==> src/rtl/dtx_pkg.sv <==
package dtx_pkg;
    typedef enum logic [1:0] {
        ST_IDLE = 2'd0,
        ST_DATA = 2'd1,
        ST_PAR  = 2'd2,
        ST_STOP = 2'd3
    } fr_state_t;

    localparam logic [1:0] RATE_ONE = 2'd0;
    localparam logic [1:0] RATE_TWO = 2'd1;
endpackage

==> src/rtl/dtx_fifo.sv <==
module dtx_fifo #(
    parameter int W     = 8,
    parameter int DEPTH = 32,
    localparam int AW   = $clog2(DEPTH),
    localparam int CW   = $clog2(DEPTH + 1)
) (
    input  logic          clk,
    input  logic          rst_n,
    input  logic          push,
    input  logic [W-1:0]  push_data,
    input  logic          pop,
    output logic [W-1:0]  head,
    output logic [CW-1:0] count,
    output logic          empty
);
    typedef struct packed {
        logic [AW-1:0] wr;
        logic [AW-1:0] rd;
        logic [CW-1:0] cnt;
    } fifo_st_t;

    fifo_st_t s_q, s_d;
    logic [W-1:0] mem_q [DEPTH];
    logic push_ok, pop_ok, full;

    assign full    = (s_q.cnt == CW'(DEPTH));
    assign empty   = (s_q.cnt == '0);
    assign push_ok = push && !full;
    assign pop_ok  = pop && !empty;
    assign head    = mem_q[s_q.rd];
    assign count   = s_q.cnt;

    always_comb begin
        s_d = s_q;
        if (push_ok) s_d.wr = s_q.wr + 1'b1;
        if (pop_ok)  s_d.rd = s_q.rd + 1'b1;
        case ({push_ok, pop_ok})
            2'b10:   s_d.cnt = s_q.cnt + 1'b1;
            2'b01:   s_d.cnt = s_q.cnt - 1'b1;
            default: s_d.cnt = s_q.cnt;
        endcase
    end

    always_ff @(posedge clk) begin
        if (!rst_n) s_q <= '0;
        else        s_q <= s_d;
    end

    always_ff @(posedge clk) begin
        if (push_ok) mem_q[s_q.wr] <= push_data;
    end


    no_overflow_chk: assert property (@(posedge clk) disable iff (!rst_n)
        (full && push && !pop) |=> (s_q.cnt == CW'(DEPTH)));


    pop_nonempty_chk: assert property (@(posedge clk) disable iff (!rst_n)
        pop |-> !empty);
endmodule

==> src/rtl/dtx_slot_gate.sv <==
module dtx_slot_gate
    import dtx_pkg::*;
#(
    parameter int MAX_BITS = 8,
    localparam int NW      = $clog2(MAX_BITS + 1)
) (
    input  logic       clk,
    input  logic       rst_n,
    input  logic       frame_sync,
    input  logic       ts_en,
    input  logic [1:0] rate_sel,
    output logic       step
);
    logic [NW-1:0] used_q, used_d, lim;

    always_comb begin
        case (rate_sel)
            RATE_ONE: lim = NW'(1);
            RATE_TWO: lim = NW'(2);
            default:  lim = NW'(MAX_BITS);
        endcase
        step   = ts_en && (frame_sync || (used_q < lim));
        used_d = used_q;
        if (frame_sync)  used_d = step ? NW'(1) : '0;
        else if (step)   used_d = used_q + 1'b1;
    end

    always_ff @(posedge clk) begin
        if (!rst_n) used_q <= '0;
        else        used_q <= used_d;
    end


    rate_cap_chk: assert property (@(posedge clk) disable iff (!rst_n)
        (step && !frame_sync) |=> (used_q <= lim));
endmodule

==> src/rtl/dtx_framer.sv <==
module dtx_framer
    import dtx_pkg::*;
#(
    parameter int W  = 8,
    parameter int LW = 6,
    localparam int IW = $clog2(W)
) (
    input  logic          clk,
    input  logic          rst_n,
    input  logic          step,
    input  logic          mode_fifo,
    input  logic          unframed,
    input  logic          par_en,
    input  logic          par_odd,
    input  logic          len_wr,
    input  logic [LW-1:0] len_val,
    input  logic          fifo_empty,
    input  logic [W-1:0]  head,
    output logic          pop,
    output logic          tx_bit,
    output logic          tx_slot,
    output logic          done,
    output logic          err
);
    typedef struct packed {
        fr_state_t     state;
        logic [W-1:0]  sh;
        logic [IW-1:0] idx;
        logic [LW-1:0] rem;
        logic          par;
        logic          armed;
        logic          done;
        logic          err;
        logic          tx_bit;
        logic          tx_slot;
    } fr_st_t;

    localparam fr_st_t RESET_ST = '{state: ST_IDLE, sh: '0, idx: '0, rem: '0,
        par: 1'b0, armed: 1'b0, done: 1'b0, err: 1'b0, tx_bit: 1'b1, tx_slot: 1'b0};

    fr_st_t q, d;

    always_comb begin
        d         = q;
        pop       = 1'b0;
        d.tx_slot = step;
        if (len_wr && (len_val != '0)) begin
            d.armed = 1'b1;
            d.rem   = len_val;
            d.done  = 1'b0;
            d.err   = 1'b0;
        end
        if (step) begin
            case (q.state)
                ST_IDLE: begin
                    d.tx_bit = 1'b1;
                    if (!fifo_empty && (mode_fifo || q.armed)) begin
                        pop     = 1'b1;
                        d.par   = 1'b0;
                        d.state = ST_DATA;
                        if (!mode_fifo) d.armed = 1'b0;
                        if (mode_fifo && unframed) begin
                            d.tx_bit = head[0];
                            d.sh     = head >> 1;
                            d.idx    = IW'(1);
                        end else begin
                            d.tx_bit = 1'b0;
                            d.sh     = head;
                            d.idx    = '0;
                        end
                    end
                end
                ST_DATA: begin
                    d.tx_bit = q.sh[0];
                    d.sh     = q.sh >> 1;
                    d.par    = q.par ^ q.sh[0];
                    d.idx    = q.idx + 1'b1;
                    if (q.idx == IW'(W - 1)) begin
                        if (!mode_fifo) begin
                            d.rem = q.rem - 1'b1;
                            if (q.rem == LW'(1)) begin
                                d.state = par_en ? ST_PAR : ST_STOP;
                            end else if (!fifo_empty) begin
                                pop   = 1'b1;
                                d.sh  = head;
                                d.idx = '0;
                            end else begin
                                d.err   = 1'b1;
                                d.state = ST_STOP;
                            end
                        end else if (unframed) begin
                            if (!fifo_empty) begin
                                pop   = 1'b1;
                                d.sh  = head;
                                d.idx = '0;
                            end else begin
                                d.state = ST_IDLE;
                            end
                        end else begin
                            d.state = par_en ? ST_PAR : ST_STOP;
                        end
                    end
                end
                ST_PAR: begin
                    d.tx_bit = q.par ^ par_odd;
                    d.state  = ST_STOP;
                end
                default: begin
                    d.tx_bit = 1'b1;
                    d.state  = ST_IDLE;
                    if (!mode_fifo && !q.err) d.done = 1'b1;
                end
            endcase
        end
    end

    always_ff @(posedge clk) begin
        if (!rst_n) q <= RESET_ST;
        else        q <= d;
    end

    assign tx_bit  = q.tx_bit;
    assign tx_slot = q.tx_slot;
    assign done    = q.done;
    assign err     = q.err;


    stop_one_chk: assert property (@(posedge clk) disable iff (!rst_n)
        (step && q.state == ST_STOP) |=> (q.tx_bit && q.state == ST_IDLE));


    err_stop_chk: assert property (@(posedge clk) disable iff (!rst_n)
        $rose(q.err) |-> (q.state == ST_STOP));


    done_hold_chk: assert property (@(posedge clk) disable iff (!rst_n)
        (q.done && !len_wr) |=> q.done);


    idle_high_chk: assert property (@(posedge clk) disable iff (!rst_n)
        (step && q.state == ST_IDLE && fifo_empty) |=> q.tx_bit);
endmodule

==> src/rtl/dchan_tdm_tx.sv <==
module dchan_tdm_tx #(
    parameter int W        = 8,
    parameter int DEPTH    = 32,
    parameter int MAX_BITS = 8,
    localparam int CW      = $clog2(DEPTH + 1)
) (
    input  logic          clk,
    input  logic          rst_n,
    input  logic          wr_en,
    input  logic [W-1:0]  wr_data,
    input  logic          len_wr,
    input  logic [CW-1:0] len_val,
    input  logic          mode_fifo,
    input  logic          unframed,
    input  logic          par_en,
    input  logic          par_odd,
    input  logic [1:0]    rate_sel,
    input  logic [CW-1:0] irq_thresh,
    input  logic          frame_sync,
    input  logic          ts_en,
    output logic          tx_bit,
    output logic          tx_slot,
    output logic          irq,
    output logic          underrun
);
    logic          step, pop, empty, done;
    logic [W-1:0]  head;
    logic [CW-1:0] count;

    dtx_fifo #(.W(W), .DEPTH(DEPTH)) u_fifo (
        .clk(clk), .rst_n(rst_n), .push(wr_en), .push_data(wr_data),
        .pop(pop), .head(head), .count(count), .empty(empty)
    );

    dtx_slot_gate #(.MAX_BITS(MAX_BITS)) u_gate (
        .clk(clk), .rst_n(rst_n), .frame_sync(frame_sync), .ts_en(ts_en),
        .rate_sel(rate_sel), .step(step)
    );

    dtx_framer #(.W(W), .LW(CW)) u_framer (
        .clk(clk), .rst_n(rst_n), .step(step), .mode_fifo(mode_fifo),
        .unframed(unframed), .par_en(par_en), .par_odd(par_odd),
        .len_wr(len_wr), .len_val(len_val), .fifo_empty(empty), .head(head),
        .pop(pop), .tx_bit(tx_bit), .tx_slot(tx_slot), .done(done), .err(underrun)
    );

    assign irq = mode_fifo ? (count <= irq_thresh) : done;
endmodule

==> config.mk <==
export PLATFORM = sky130hd
export DESIGN_NAME = dchan_tdm_tx
export DESIGN_NICKNAME = d
export VERILOG_FILES = /design/src/rtl/dtx_pkg.sv /design/src/rtl/dtx_fifo.sv /design/src/rtl/dtx_slot_gate.sv /design/src/rtl/dtx_framer.sv /design/src/rtl/dchan_tdm_tx.sv
export SDC_FILE = /design/constraint.sdc
export NUM_CORES = 1
export LEC_CHECK = 0
export BUFFER_PORTS_ARGS = -buffer_cell sky130_fd_sc_hd__buf_2
export CAP_MARGIN = 20
export CORE_UTILIZATION = 58
export CTS_BUF_LIST = sky130_fd_sc_hd__clkbuf_4 sky130_fd_sc_hd__clkbuf_8
export DETAILED_ROUTE_END_ITERATION = 16
export PLACE_DENSITY_LB_ADDON = 0.08
export SYNTH_ARGS = -nofsm -noshare
export SYNTH_HDL_FRONTEND = slang
export SYNTH_HIERARCHICAL = 1
export SYNTH_SLANG_ARGS = --single-unit
==> constraint.sdc <==
create_clock -name clk -period 3.8 [get_ports clk]
set_clock_uncertainty 0.15 [all_clocks]
set_input_delay 0.19 -clock clk [delete_from_list [all_inputs] [get_ports clk]]
set_output_delay 0.19 -clock clk [all_outputs]
set_load 0.02 [all_outputs]
==> metrics.json <==
{
  "placementRows": 54,
  "die_h_um": 153,
  "max_fo_critical_path": 9,
  "grt_setup_unrepaired": "false",
  "critical_path_cell_list": "or3_4 -> nor3_2 -> buf_4 -> o21bai_1 -> nor2_4 -> a21o_1 -> o31ai_4 -> inv_1 -> ha_1 -> xor2_1 -> ha_1 -> a21oi_2 -> xnor2_1 -> or3_1 -> a21oi_1",
  "met1_usage": 0.339,
  "cpMaxStageDelayCell": "or3_4",
  "internal_power_mw": 5.39,
  "total_leakage_power_nw": 4.82,
  "synth_compound_gate_area_share": 0.0791,
  "gr-usage-all-layers": 0.243,
  "mux_share_of_post_synthesis_cell_area": 0.122,
  "switchingPower_mw": 1.63,
  "post-route-util": 0.666,
  "num-nets-final": 987,
  "synth_top_area_share": 0.584,
  "final.setup.tns_ns": 0,
  "combinational_family_with_the_most_area_after_synthesis": "multiplexers",
  "final_hold_viol_count": 0,
  "postRouteWirelength_mm": 27.6,
  "total_nets_after_synthesis": 920,
  "pin_count_of_the_biggest_net_entering_global_routing": 65,
  "power_switching_share": 0.233,
  "postSynthRegisterBits": 306,
  "grt_antenna_before_repair": 0,
  "post_synth_fa_ha_maj_area_fraction": 0.0200,
  "clk_transition_reported_paths_ns": 0.06,
  "powerDensity_nw_per_um2": 478,
  "number_of_drc_markers_in_iteration_0": 680,
  "grt_overflow": 0,
  "share_of_flip_flops_with_an_asynchronous_set_or_reset_after_synthesis": 0,
  "ctsHtreeMaxLevel": 2,
  "fmax_mhz": 279,
  "first_pass_iters": 13,
  "synthFlopType": "edfxtp_1",
  "post_synth_xor_area_fraction": 0.0106,
  "cp_common_cell": "ha_1",
  "num_vias": 7672,
  "design.die.area_um2": 23300,
  "cts.root.buffer_cell": "clkbuf_8",
  "most_utilized_layer_in_the_global_route_result": "met2",
  "tritoncts": "done",
  "gr-usage-met2": 0.400,
  "report.final.slew_viol_count": 0,
  "drc_errors": 1,
  "dpl.cell_count": 1143,
  "clock-sinks": 306,
  "crit_type": "register to register",
  "final_cells": 1251,
  "grt_pass1_vias": 7704,
  "wire_length_of_the_first_global_routing_pass_mm": 43.2,
  "min_period_over_period": 0.944,
  "gr-usage-met3": 0.0412,
  "register_area_um2": 8690,
  "worstMarginPinSlew_ns": 1.04,
  "worstPathRequired_ns": 4.11,
  "seqPwrFrac": 0.534,
  "synth.yosys.seq_area_share": 0.660,
  "finalPower_mw": 7.02,
  "yosys.area_share.simple": 0.0787,
  "violations": "DRC",
  "clock_power_share": 0.380,
  "synth_warnings": 6,
  "clock_tree.buffer_depth": 3,
  "syn_inst": 867,
  "post_cts_setup_driven_buffer_insertion_count": 0,
  "worstSetupEndpointType": "register",
  "crit_path_start_kind": "register",
  "max-slew-margin-rel": 0.304,
  "worst_hold_path_type": "input pin to register",
  "flow.area_growth_from_synthesis_pct": 11.6,
  "clkLatencyLatePin_ns": 0.56,
  "synthesis.area_um2": 13200,
  "netlist-cell-type-count": 73,
  "drt-wirelength-per-cell_um": 22.1,
  "die_width_um": 153,
  "place_congestion": 0.860,
  "finalWorstPathRequiredPeriod_ns": 3.59,
  "yosysTopAreaCell": "edfxtp_1",
  "leading_post_synthesis_cells_by_cell_area": "edfxtp_1 58%, dfxtp_1 7.6%, mux2i_1 6.1%",
  "num_io_pins": 36,
  "synth-edff-count": 256,
  "critPathArrivalTime_ns": 3.90,
  "core_footprint_um2": 22000,
  "critical_path.top_delay_family": "simple AND/OR/NAND/NOR gates",
  "worstPathBufferInverterCount": 2,
  "post_synthesis_area_per_instance_um2": 15.2,
  "vdd_ir_drop_max_mv": 0.363,
  "timing.max_cap.violations": 0,
  "place.port_buffers": 35,
  "power.combinational.fraction": 0.087,
  "timing.critical_path.slowest_cell_delay_ns": 0.47,
  "cts-buffers-inserted": 49,
  "initial_core_util": 0.597,
  "viasPerCell": 6.13,
  "postRouteAntennaNets": 0,
  "multi_input_area_um2": 4100,
  "setup_viol": 0,
  "fillers": 1552,
  "post_route_cells_drive_above_1_share": 0.201,
  "antennaDiodeCount": 0,
  "post-dp-hpwl_mm": 17.4,
  "status": "complete, but fails checks"
}
==> worst reg2reg max path, delay by kind of cell, from the launching register on <==
family / cells / cell delay (ns)
buf+inv: 2 / 0.28
fa+ha+maj: 2 / 0.45
simple gates: 4 / 1.09
xor+xnor: 2 / 0.26
flops: 1 / 0.42
compound gates: 5 / 0.87
==> per-stage QoR <==
stage | cell area [um^2] | setup WS [ns] | hold slack [ns]
floorplan | 13200 | 0.0496 | 0.139
global placement | 13500 | 0.264 | 0.307
detailed placement | 13500 | 0.0861 | 0.318
CTS | 14700 | 0.0557 | 0.0158
global route | 14700 | 0.0130 | 0.0479
finish | 14700 | 0.212 | 0.0243
==> cell usage after synthesis (14+ instances only) <==
cell	instances
inv_1	25
mux4_2	32
dfxtp_1	50
nand2_1	32
edfxtp_1	256
nand3_1	47
clkbuf_1	23
mux2i_1	80
a221oi_1	14
ha_1	21
a22oi_1	34
nor2_1	50
==> cell families (layout without fill, tap and decap cells) <==
logic type / Yosys count / in the layout
flops: 306 / 306
simple gates: 198 / 198
compound gates: 128 / 128
mux: 119 / 119
buf+inv: 79 / 183
fa+ha+maj: 21 / 21
xor+xnor: 16 / 16
==> cells in the final DEF, fill, tap and decap left out, types with 4 or more instances in the layout <==
| cell | netlist | final |
|---|---|---|
| a31oi_1 | 6 | 6 |
| o21ai_0 | 8 | 8 |
| clkinv_1 | 0 | 10 |
| mux2i_1 | 80 | 80 |
| dfxtp_1 | 50 | 48 |
| nor3_1 | 5 | 4 |
| a221oi_1 | 14 | 14 |
| nand2b_1 | 6 | 6 |
| ha_1 | 21 | 21 |
| xor2_1 | 9 | 9 |
| o221ai_1 | 7 | 7 |
| mux2_2 | 7 | 7 |
| a22o_1 | 8 | 8 |
| buf_4 | 9 | 13 |
| nand2_1 | 32 | 32 |
| buf_2 | 12 | 35 |
| nor3b_1 | 7 | 7 |
| mux4_2 | 32 | 32 |
| or3_1 | 5 | 5 |
| nand3_1 | 47 | 47 |
| a22oi_1 | 34 | 34 |
| nor2b_1 | 10 | 10 |
| and2_1 | 4 | 4 |
| nor2_1 | 50 | 49 |
| edfxtp_1 | 256 | 256 |
| nand4_1 | 10 | 10 |
| a211oi_2 | 4 | 4 |
| dlygate4sd3_1 | 0 | 19 |
| clkbuf_4 | 0 | 18 |
| inv_1 | 25 | 25 |
| clkinv_2 | 0 | 8 |
| clkbuf_8 | 0 | 49 |
| xnor2_1 | 7 | 7 |
| a21oi_1 | 12 | 11 |
==> cell type report <==
class / count / share of cell area
flip-flops and latches: 306 / 0.592
multi-input cells: 482 / 0.279
clock buffers: 66 / 0.0546
repair buffers: 70 / 0.0348
well taps: 280 / 0.0239
clock inverters: 22 / 0.00886
inverters: 25 / 0.00639
==> path summary, 6_finish.rpt <==
check	from	endpoint	slack, ns	cells past startpoint
hold / removal	wr_data[5]	u_fifo/mem_q[26][5]$_DFFE_PP_	0.02	1
hold reg to reg	u_framer/q[22]$_SDFFE_PN0P_	u_framer/q[22]$_SDFFE_PN0P_	0.33	2
setup / recovery	u_fifo/count[1]$_SDFFE_PN0P_	u_fifo/count[2]$_SDFFE_PN0P_	0.21	15
setup reg to reg	u_fifo/count[1]$_SDFFE_PN0P_	u_fifo/count[2]$_SDFFE_PN0P_	0.21	15
==> power groups by stage <==
stage	Combinational, mW	Clock, mW	Sequential (mW)
after floorplan	0.437	0	3.79
after global placement	0.565	0	3.81
after detailed placement	0.586	0	3.81
after CTS	0.606	2.72	3.74
after global routing	0.664	2.87	3.75
final	0.608	2.67	3.75
==> routing by layer <==
layer / routed length, um / vias to the layer above
li1: - / 3533
met1: 12200 / 3888
met5: 0 / -
met2: 13600 / 212
met4: 376 / 0
met3: 1420 / 39
==> repair_timing <==
| item | CTS | global route |
|---|---|---|
| hold endpoints to repair | 17 | 0 |
| hold buffers | 19 | 0 |
| resized for setup | 0 | 3 |
| setup endpoints to repair | 0 | 2 |
==> flip-flops by register name (all words and copies together) (netlist names), named ones only <==
name / flops
u_fifo/count: 6
u_framer/q: 21
u_framer/tx_slot: 1
u_framer/tx_bit: 1
u_fifo/s_q: 10
u_fifo/mem_q: 256
u_gate/used_q: 4
u_framer/err: 1
u_framer/done: 1
(Power assumes the default switching activity.)
